## src/rtl/swt_timing_pkg.sv

```systemverilog
package swt_timing_pkg;

  // Per-channel rate selection; the reserved code falls back to 1x.
  typedef enum logic [1:0] {
    RATE_X1  = 2'b00,
    RATE_X2  = 2'b01,
    RATE_X4  = 2'b10,
    RATE_RSV = 2'b11
  } rate_sel_e;

  localparam int RATE_W = 2;

endpackage

```

## src/rtl/swt_div_clamp.sv

```systemverilog
module swt_div_clamp #(
  parameter int DIV_W   = 10,
  parameter int DIV_MIN = 336,
  parameter int DIV_MAX = 981
) (
  input  logic [DIV_W-1:0] raw_div,
  output logic [DIV_W-1:0] eff_div
);
  localparam logic [DIV_W-1:0] LO = DIV_W'(DIV_MIN);
  localparam logic [DIV_W-1:0] HI = DIV_W'(DIV_MAX);

  always_comb begin
    if (raw_div < LO)      eff_div = LO;
    else if (raw_div > HI) eff_div = HI;
    else                   eff_div = raw_div;
  end
endmodule

```

## src/rtl/swt_period_engine.sv

```systemverilog
module swt_period_engine
  import swt_timing_pkg::*;
#(
  parameter int DIV_W   = 10,
  parameter int DIV_MIN = 336,
  parameter int DIV_MAX = 981,
  parameter int NUM_CH  = 4
) (
  input  logic                       clk,
  input  logic                       rst_n,
  input  logic [DIV_W-1:0]           eff_div,
  input  logic [RATE_W*NUM_CH-1:0]   rate_in,
  output logic                       active,
  output logic                       period_start,
  output logic [DIV_W-1:0]           cnt,
  output logic [DIV_W-1:0]           per_len,
  output logic [DIV_W-1:0]           per_q1,
  output logic [DIV_W-1:0]           per_q2,
  output logic [DIV_W-1:0]           per_q3,
  output logic [RATE_W*NUM_CH-1:0]   rate_q
);
  localparam int WW = DIV_W + 2;

  logic          boundary;
  logic [WW-1:0] triple;

  assign triple       = WW'(eff_div) * WW'(3);
  assign boundary     = !active || (cnt == per_len - DIV_W'(1));
  assign period_start = active && (cnt == '0);

  // Geometry and rate selects are captured only at a boundary.
  always_ff @(posedge clk or negedge rst_n) begin
    if (!rst_n) begin
      active  <= 1'b0;
      cnt     <= '0;
      per_len <= DIV_W'(DIV_MIN);
      per_q1  <= '0;
      per_q2  <= '0;
      per_q3  <= '0;
      rate_q  <= '0;
    end else if (boundary) begin
      active  <= 1'b1;
      cnt     <= '0;
      per_len <= eff_div;
      per_q1  <= eff_div >> 2;
      per_q2  <= eff_div >> 1;
      per_q3  <= DIV_W'(triple >> 2);
      rate_q  <= rate_in;
    end else begin
      cnt     <= cnt + DIV_W'(1);
    end
  end

  // the counter always stays inside the current period
  a_r1_count_in_period: assert property (@(posedge clk) disable iff (!rst_n)
    active |-> (cnt < per_len));

  // the latched period never leaves the clamp window
  a_r2_period_clamped: assert property (@(posedge clk) disable iff (!rst_n)
    (per_len >= DIV_W'(DIV_MIN)) && (per_len <= DIV_W'(DIV_MAX)));

  // no reconfiguration away from a boundary
  a_r7_cfg_held: assert property (@(posedge clk) disable iff (!rst_n)
    (active && (cnt != per_len - DIV_W'(1))) |=>
      ($stable(per_len) && $stable(rate_q) && $stable(per_q1)));
endmodule

```

## src/rtl/swt_phase_slot.sv

```systemverilog
module swt_phase_slot
  import swt_timing_pkg::*;
#(
  parameter int DIV_W  = 10,
  parameter int CH_IDX = 0
) (
  input  logic             active,
  input  logic [DIV_W-1:0] cnt,
  input  logic [DIV_W-1:0] per_len,
  input  logic [DIV_W-1:0] per_q1,
  input  logic [DIV_W-1:0] per_q2,
  input  logic [DIV_W-1:0] per_q3,
  input  rate_sel_e        rate,
  output logic             hit
);
  localparam int OW = DIV_W + 2;

  logic [OW-1:0]    off_raw;
  logic [DIV_W-1:0] off;
  logic [DIV_W:0]   rel_w;
  logic [DIV_W-1:0] rel;

  assign off_raw = OW'(CH_IDX) * OW'(per_q1);

  always_comb begin
    if (off_raw >= OW'(per_len)) off = DIV_W'(off_raw - OW'(per_len));
    else                         off = DIV_W'(off_raw);
  end

  // Position within this channel's shifted period, modulo the period.
  always_comb begin
    if (cnt >= off) rel_w = (DIV_W+1)'(cnt) - (DIV_W+1)'(off);
    else            rel_w = (DIV_W+1)'(cnt) + (DIV_W+1)'(per_len) - (DIV_W+1)'(off);
    rel = rel_w[DIV_W-1:0];
  end

  always_comb begin
    unique case (rate)
      RATE_X2: hit = (rel == '0) || (rel == per_q2);
      RATE_X4: hit = (rel == '0) || (rel == per_q1) ||
                     (rel == per_q2) || (rel == per_q3);
      default: hit = (rel == '0);
    endcase
    hit = hit && active;
  end
endmodule

```

## src/rtl/swt_timing_top.sv

```systemverilog
module swt_timing_top
  import swt_timing_pkg::*;
#(
  parameter int DIV_W   = 10,
  parameter int DIV_MIN = 336,
  parameter int DIV_MAX = 981,
  parameter int NUM_CH  = 4
) (
  input  logic                     clk,
  input  logic                     rst_n,
  input  logic [DIV_W-1:0]         div_cfg,
  input  logic [RATE_W*NUM_CH-1:0] ch_mult,
  output logic                     base_pulse,
  output logic [NUM_CH-1:0]        ch_pulse
);
  logic [DIV_W-1:0]         eff_div;
  logic                     eng_active;
  logic                     eng_start;
  logic [DIV_W-1:0]         cnt;
  logic [DIV_W-1:0]         per_len;
  logic [DIV_W-1:0]         per_q1;
  logic [DIV_W-1:0]         per_q2;
  logic [DIV_W-1:0]         per_q3;
  logic [RATE_W*NUM_CH-1:0] rate_q;
  logic [NUM_CH-1:0]        slot_hit;

  swt_div_clamp #(.DIV_W(DIV_W), .DIV_MIN(DIV_MIN), .DIV_MAX(DIV_MAX)) u_clamp (
    .raw_div (div_cfg),
    .eff_div (eff_div)
  );

  swt_period_engine #(
    .DIV_W(DIV_W), .DIV_MIN(DIV_MIN), .DIV_MAX(DIV_MAX), .NUM_CH(NUM_CH)
  ) u_engine (
    .clk          (clk),
    .rst_n        (rst_n),
    .eff_div      (eff_div),
    .rate_in      (ch_mult),
    .active       (eng_active),
    .period_start (eng_start),
    .cnt          (cnt),
    .per_len      (per_len),
    .per_q1       (per_q1),
    .per_q2       (per_q2),
    .per_q3       (per_q3),
    .rate_q       (rate_q)
  );

  for (genvar k = 0; k < NUM_CH; k++) begin : g_slot
    swt_phase_slot #(.DIV_W(DIV_W), .CH_IDX(k)) u_slot (
      .active  (eng_active),
      .cnt     (cnt),
      .per_len (per_len),
      .per_q1  (per_q1),
      .per_q2  (per_q2),
      .per_q3  (per_q3),
      .rate    (rate_sel_e'(rate_q[RATE_W*k +: RATE_W])),
      .hit     (slot_hit[k])
    );
  end

  always_ff @(posedge clk or negedge rst_n) begin
    if (!rst_n) begin
      base_pulse <= 1'b0;
      ch_pulse   <= '0;
    end else begin
      base_pulse <= eng_start;
      ch_pulse   <= slot_hit;
    end
  end

  // channel 0 carries no phase shift
  a_r6_ch0_with_base: assert property (@(posedge clk) disable iff (!rst_n)
    base_pulse |-> ch_pulse[0]);

  // the base strobe is a single cycle
  a_r9_base_single: assert property (@(posedge clk) disable iff (!rst_n)
    base_pulse |=> !base_pulse);

  // nothing is emitted before the first period has begun
  a_r8_quiet_before_start: assert property (@(posedge clk) disable iff (!rst_n)
    !eng_active |=> (!base_pulse && (ch_pulse == '0)));
endmodule

```

## config.mk

```make
export PLATFORM = sky130hd
export DESIGN_NAME = swt_timing_top
export DESIGN_NICKNAME = d
export VERILOG_FILES = /design/src/rtl/swt_timing_pkg.sv /design/src/rtl/swt_div_clamp.sv /design/src/rtl/swt_period_engine.sv /design/src/rtl/swt_phase_slot.sv /design/src/rtl/swt_timing_top.sv
export SDC_FILE = /design/constraint.sdc
export NUM_CORES = 1
export LEC_CHECK = 0
export ABC_AREA = 1
export CAP_MARGIN = 20
export CORE_MARGIN = 2
export CORE_UTILIZATION = 45
export DETAILED_ROUTE_END_ITERATION = 10
export PLACE_DENSITY = 0.63
export SETUP_SLACK_MARGIN = 0.15
export SYNTH_ARGS = -nofsm -noshare
export SYNTH_HDL_FRONTEND = slang
export SYNTH_SLANG_ARGS = --single-unit
```

## constraint.sdc

```tcl
create_clock -name clk -period 7.21 [get_ports clk]
set_input_delay 0.721 -clock clk [delete_from_list [all_inputs] [get_ports clk]]
set_output_delay 0.721 -clock clk [all_outputs]
set_load 0.05 [all_outputs]
```

### Yosys cells after proc, flatten, opt, wreduce, memory -nomap -nowiden

Cells that the tools add are included.

* register bits: 61
* word-level logic and storage cells: 100

* $add $sub $neg: 15
* multipliers: 2
* magnitude comparators: 10
* eq/ne operators: 21
* multiplexer cells: 15
* reduce and logical (&&, ||, !) cells: 28

Operator list (number)
* two-way mux 10 bit: 11
* subtractor 10 bit: 9
* == test 10 bit: 5
* zero test 10 bit: 5
* == test 10 x 8 -> 1 bit: 4
* == test 10 x 9 -> 1 bit: 4
* greater-or-equal comparator 10 bit: 4
* logical OR 1 bit: 17
* greater-or-equal comparator 12 x 10 -> 1 bit: 1
* multiplier 10 x 2 -> 12 bit (second input constant): 1
* adder 10 x 1 -> 10 bit (second input constant): 1
* adder 10 bit: 1
* greater-or-equal comparator 1 x 10 -> 1 bit (first input constant): 1
* greater-or-equal comparator 8 x 10 -> 1 bit: 1
* greater-or-equal comparator 9 x 10 -> 1 bit: 1
* greater-than comparator 10 bit (second input constant): 1
* less-than comparator 10 x 9 -> 1 bit (second input constant): 1
* multiplier 2 x 8 -> 10 bit (first input constant): 1
* subtractor 1 x 10 -> 10 bit (first input constant): 1
* subtractor 10 x 1 -> 10 bit (second input constant): 1
* subtractor 8 x 10 -> 10 bit: 1
* subtractor 9 x 10 -> 10 bit: 1
* == test 2 x 1 -> 1 bit (second input constant): 4
* == test 2 bit (second input constant): 4
* other kinds (3): 10

### Logic depth before layout (Yosys ltp)

* word-level depth: 11
* gate-level depth with buffers: 42

### By module

From an unflattened synthesis, not the netlist that was laid out.

* cells, all modules: 2346
* area total of the unflattened synthesis: 13824.5 µm²

Modules (own cells, without submodules)
* swt_phase_slot at g_slot[3].u_slot: times used 1, cells each 593, area an instance 3246.9 µm²
* swt_phase_slot at g_slot[2].u_slot: times used 1, cells each 491, area an instance 2725.1 µm²
* swt_period_engine: times used 1, cells each 362, area an instance 2683.8 µm²
* swt_phase_slot at g_slot[1].u_slot: times used 1, cells each 458, area an instance 2601.2 µm²
* swt_phase_slot at g_slot[0].u_slot: times used 1, cells each 403, area an instance 2278.4 µm²
* swt_div_clamp: times used 1, cells each 34, area an instance 163.9 µm²
* swt_timing_top: times used 1, cells each 5, area an instance 125.1 µm²

### Worst setup path after synthesis

OpenSTA, ideal clock, no wires.

* path type: reg-to-reg
* start: reg u_engine.per_len[5]
* end: reg ch_pulse[3]
* setup time: 122 ps
* arrival: 5477 ps
* required time: 7088 ps
* slack: 1612 ps
* cell stages (with the launch flop): 39
* path buffers: 3
* clock period less this slack: 5598 ps
* cell sequence: dfrtp_1 > clkbuf_1 > clkinv_1 > ha_1 > inv_1 > a21oi_1 > o21bai_1 > a21oi_1 > nor2_1 > nor2_1 > xor2_1 > ha_1 > nand2_1 > nor2_1 > nand2_2 > nand3_4 > clkbuf_1 > inv_1 > (+3 left out) > fa_1 > o21bai_1 > nand2_1 > nand2_1 > nand2_2 > nand2_4 > nand2_4 > nand2_4 > buf_6 > nand3_2 > nand2_1 > nand2_1 > nand3_1 > nor2_1 > nand3_1 > nand2_1 > a21oi_1 > a21oi_2

* longest elaborated chain between the ends: 10
* elaborated cells between the ends (all ways): 18

Ends and longest elaborated chain
* start, declared: RTL line swt_period_engine.sv:16 `output logic [DIV_W-1:0] per_len,`
* start signal, assigned: RTL line swt_period_engine.sv:36 `per_len <= DIV_W'(DIV_MIN);`
* start signal, assigned: RTL line swt_period_engine.sv:44 `per_len <= eff_div;`
* subtractor 10 bit or greater-or-equal comparator 12 x 10 -> 1 bit (tied branches): RTL line swt_phase_slot.sv:26 `if (off_raw >= OW'(per_len)) off = DIV_W'(off_raw - OW'(per_len));`
* two-way mux 10 bit: RTL line swt_phase_slot.sv:26
* subtractor 10 bit, or another cell as far along: RTL line swt_phase_slot.sv:33 `else rel_w = (DIV_W+1)'(cnt) + (DIV_W+1)'(per_len) - (DIV_W+1)'(off);`
* two-way mux 10 bit (*): RTL line swt_phase_slot.sv:32 `if (cnt >= off) rel_w = (DIV_W+1)'(cnt) - (DIV_W+1)'(off);`
* == test 10 x 8 -> 1 bit or zero test 10 bit (tied branches): RTL line swt_phase_slot.sv:40, swt_phase_slot.sv:39, swt_phase_slot.sv:42
* logical OR 1 bit (2 in a row): RTL line swt_phase_slot.sv:40 `RATE_X4: hit = (rel == '0) || (rel == per_q1) ||`
* logical OR 1 bit: RTL line swt_phase_slot.sv:41 `(rel == per_q2) || (rel == per_q3);`
* one-hot mux 1 bit (2 select lines) (*): RTL line swt_phase_slot.sv:38 `unique case (rate)`
* logical AND 1 bit (*): RTL line swt_phase_slot.sv:44 `hit = hit && active;`
* via g_slot[3].u_slot.hit: RTL line swt_phase_slot.sv:14 `output logic hit`
* end signal, assigned: RTL line swt_timing_top.sv:68 `ch_pulse <= slot_hit;`
* end, declared: RTL line swt_timing_top.sv:14 `output logic [NUM_CH-1:0] ch_pulse`

Mark *: on every way through the listed nets, which the timed path passes. The rest lies on a longest branch.
A chain may end at the register's enable or synchronous reset.

### Worst setup path in the final report

* start: reg u_engine.per_len[3]
* end: reg ch_pulse[3]

The elaborated chain is that of the path after synthesis.

==> summary.txt <==
Outcome
  • Outcome: finished clean

Synth
  • Synth unique cells: 55
  • Largest cells by area after synthesis: ha_1 17%, nand2_1 14%, xor2_1 11%
  • #FFs+latches synth: 47
  • Simple-gate share of the synthesized area: 32.0%
  • Synth async-reset ratio: 100%
  • Synth Area in XOR/XNOR: 12.8%
  • Synth warnings: 0
  • Synth top area share: 16.9%
  • Mean Syn Cell Area: 6.39 sq um
  • Largest family of logic cells by synthesized area: simple AND/OR/NAND/NOR gates
  • Leading area contributor after synthesis: ha_1
  • Synth Area in Adders: 19.5%
  • Compound-Gate Fraction of Synth Area: 15.4%
  • Post-Syn Nets: 1836
  • Ys flop type: dfrtp_1
  • Sequential-to-total area share from yosys stat: 11.1%
  • Post-synthesis mux area share: 0%
  • Cell count after synthesis: 1659
  • Post-synth EDFFs: 0
  • Synth Cell Area: 10600 sq um

Route
  • Via density: 5.54
  • DRT Pass-1 Iters: 6
  • Iter 0 DRT Violations: 1071
  • DRC viols: 0
  • Via count: 11100
  • Drt wl/cell: 19.4 um
  • Final wirelength: 39000 um
  • Antenna viol nets, final: 0

Floorplanning
  • Ports: 25
  • Initial core utilization: 45.5%
  • Die H: 157 um
  • Die X: 157 um
  • Die area: 24800 sq um
  • Row cnt: 56
  • Core ar.: 23300 sq um

Cells and area
  • Commonest non-fill, non-tap cells in the layout: 405 x nand2_1, 211 x inv_1, 143 x ha_1, 129 x xor2_1, 123 x nand3_1
  • Layout net count: 1865
  • Commonest non-fill, non-tap cell in the layout: nand2_1
  • Share of layout cells above drive strength 1: 5.33%
  • Antenna Cells: 0
  • Area Overhead vs Synth: 7.99%
  • Register Area: 1180 sq um
  • Fin util: 49.2%
  • Area of the multi-input gates: 8460 sq um
  • Layout fillers: 2458

Flow run
  • Max_cap viols: 0

Clocking
  • Number of CTS-inserted buffers: 5
  • Worst-path clk slew: 0.08 ns
  • Clock Latency Late Sink: 0.30 ns
  • CTS tree: yes
  • Root Driver: clkbuf_16
  • H-tree levels: 2
  • Sinks on Clock Net: 47
  • Deepest clock path buffer count: 2
  • Post-CTS Hold Buffers: 0

GRT
  • Largest net degree at the start of global routing: 60
  • Vias in the first global route: 10300
  • First-pass GRT wire length: 59100 um
  • Grt ovf: 0
  • Initial antenna violation count: 0
  • Total GRT Usage: 31.7%

Setup path
  • Worst Setup End Kind: register
  • Slowest-stage cell, CP: o21ai_0
  • Crit-path max FO: 16
  • Required @ worst endpoint: 7.40 ns
  • Crit-path max cell delay: 0.71 ns
  • Setup CP Type: reg -> reg
  • Worst Setup Start Kind: register
  • Crit path DAT: 6.42 ns

STA
  • Worst Max-Slew Pin Slew: 0.823 ns
  • Final hold slack: 0.524 ns
  • Worst slew margin: 44.6%
  • Period utilisation layout: 86.4%
  • Final Max Slew Viols: 0
  • Setup TNS: 0 ns
  • Post-layout minimum cycle time: 6.23 ns
  • Skew final: 0.00592 ns
  • Unrepaired setup endpoints after global routing: no
  • Final number of setup-violating endpoints: 0
  • Final Hold Fails: 0
  • Achievable clock frequency: 160 MHz
  • Final setup margin: 0.979 ns

Placement
  • GPL Wtd Cong: 1.05
  • Post-DP HPWL: 31700 um
  • Placement Setup Slack: 0.946 ns
  • Port Buffers: 24

Power and ir drop
  • P per Cell Area: 304 nW/um^2
  • Max VDD drop: 127 uV
  • P_leak: 0.00598 uW

Min path
  • Worst min path class: in -> async
per-layer routing:
layer  GRT usage (%)  share of wire [%]
met1            42.9                 45
met2            48.1                 41
met3            7.57                9.2
met4            13.6                5.0
met5               0                  0
worst paths after layout:
check / startpoint / to / slack (ns) / depth (start not counted)
max: u_engine.per_len[3] / ch_pulse[3] / 0.98 / 30
min: rst_n / u_engine.rate_q[0] / 0.52 / 2
max reg2reg: u_engine.per_len[3] / ch_pulse[3] / 0.98 / 30
min reg2reg: u_engine.cnt[0] / u_engine.cnt[0] / 0.55 / 1
max in group asynchronous: rst_n / u_engine.per_q1[6] / 6.26 / 2
min in group clk: u_engine.cnt[0] / u_engine.cnt[0] / 0.55 / 1
final cells by class:
type | instances | area share [%]
sequential | 47 | 10.3
clock inverter | 3 | 0.405
inverter | 222 | 7.28
tap | 319 | 3.49
clock buffer | 5 | 1.09
timing repair buffer | 46 | 3.48
multi-input combinational | 1366 | 73.9
power breakdown:
group	switching [uW]	total, uW	internal [uW]
Combinational	1880	2840	966
Clock	118	283	165
Sequential	58.0	351	293
Total	2050	3480	1420
Yosys cell counts (7+ instances only):
cell type / instances
a21o_1: 8
a21oi_1: 106
buf_2: 8
clkbuf_1: 11
dfrtp_1: 44
fa_1: 14
ha_1: 143
inv_1: 211
inv_2: 7
nand2_1: 406
nand2_2: 8
nand3_1: 123
nand3_2: 9
nand3b_1: 15
nand4_1: 29
nor2_1: 112
nor3_1: 20
nor4_1: 8
o21ai_0: 104
o21ai_1: 21
o21bai_1: 16
or2_2: 14
xnor2_1: 26
xor2_1: 129
critical path, delay by kind of cell (launching register included):
kind,cells,cell delay (ns)
flops,1,0.54
simple gates,13,1.47
compound gates,9,1.98
buf+inv,3,0.55
xor+xnor,1,0.22
fa+ha+maj,4,1.35
kinds of logic (layout without fill, tap and decap cells):
family / count (synthesis) / in the layout
compound gates: 292 / 292
xor+xnor: 155 / 155
fa+ha+maj: 157 / 157
buf+inv: 246 / 276
flops: 47 / 47
other cells: 1 / 1
simple gates: 761 / 761
per-stage QoR:
stage / instance area [sq um] / cells / power (uW)
2_1_floorplan: 10600 / 1659 / 2370
3_3_place_gp: 11300 / 1999 / 3120
3_5_place_dp: 11300 / 1999 / 3110
4_1_cts: 11400 / 2007 / 3400
5_1_grt: 11400 / 2008 / 3810
6_report: 11400 / 2008 / 3480
sequential cells by signal, indices dropped and copies added (netlist names):
name              cells
base_pulse            1
ch_pulse              4
u_engine.active       1
u_engine.cnt         10
u_engine.per_len     10
u_engine.per_q1       3
u_engine.per_q3      10
u_engine.rate_q       8
repair_timing:
item / 4_1_cts / 5_1_grt
endpoints found under the setup margin: 0 / 1
setup buffers: 0 / 0
resized for setup: 0 / 2
Power figures use the tool's default switching activity.
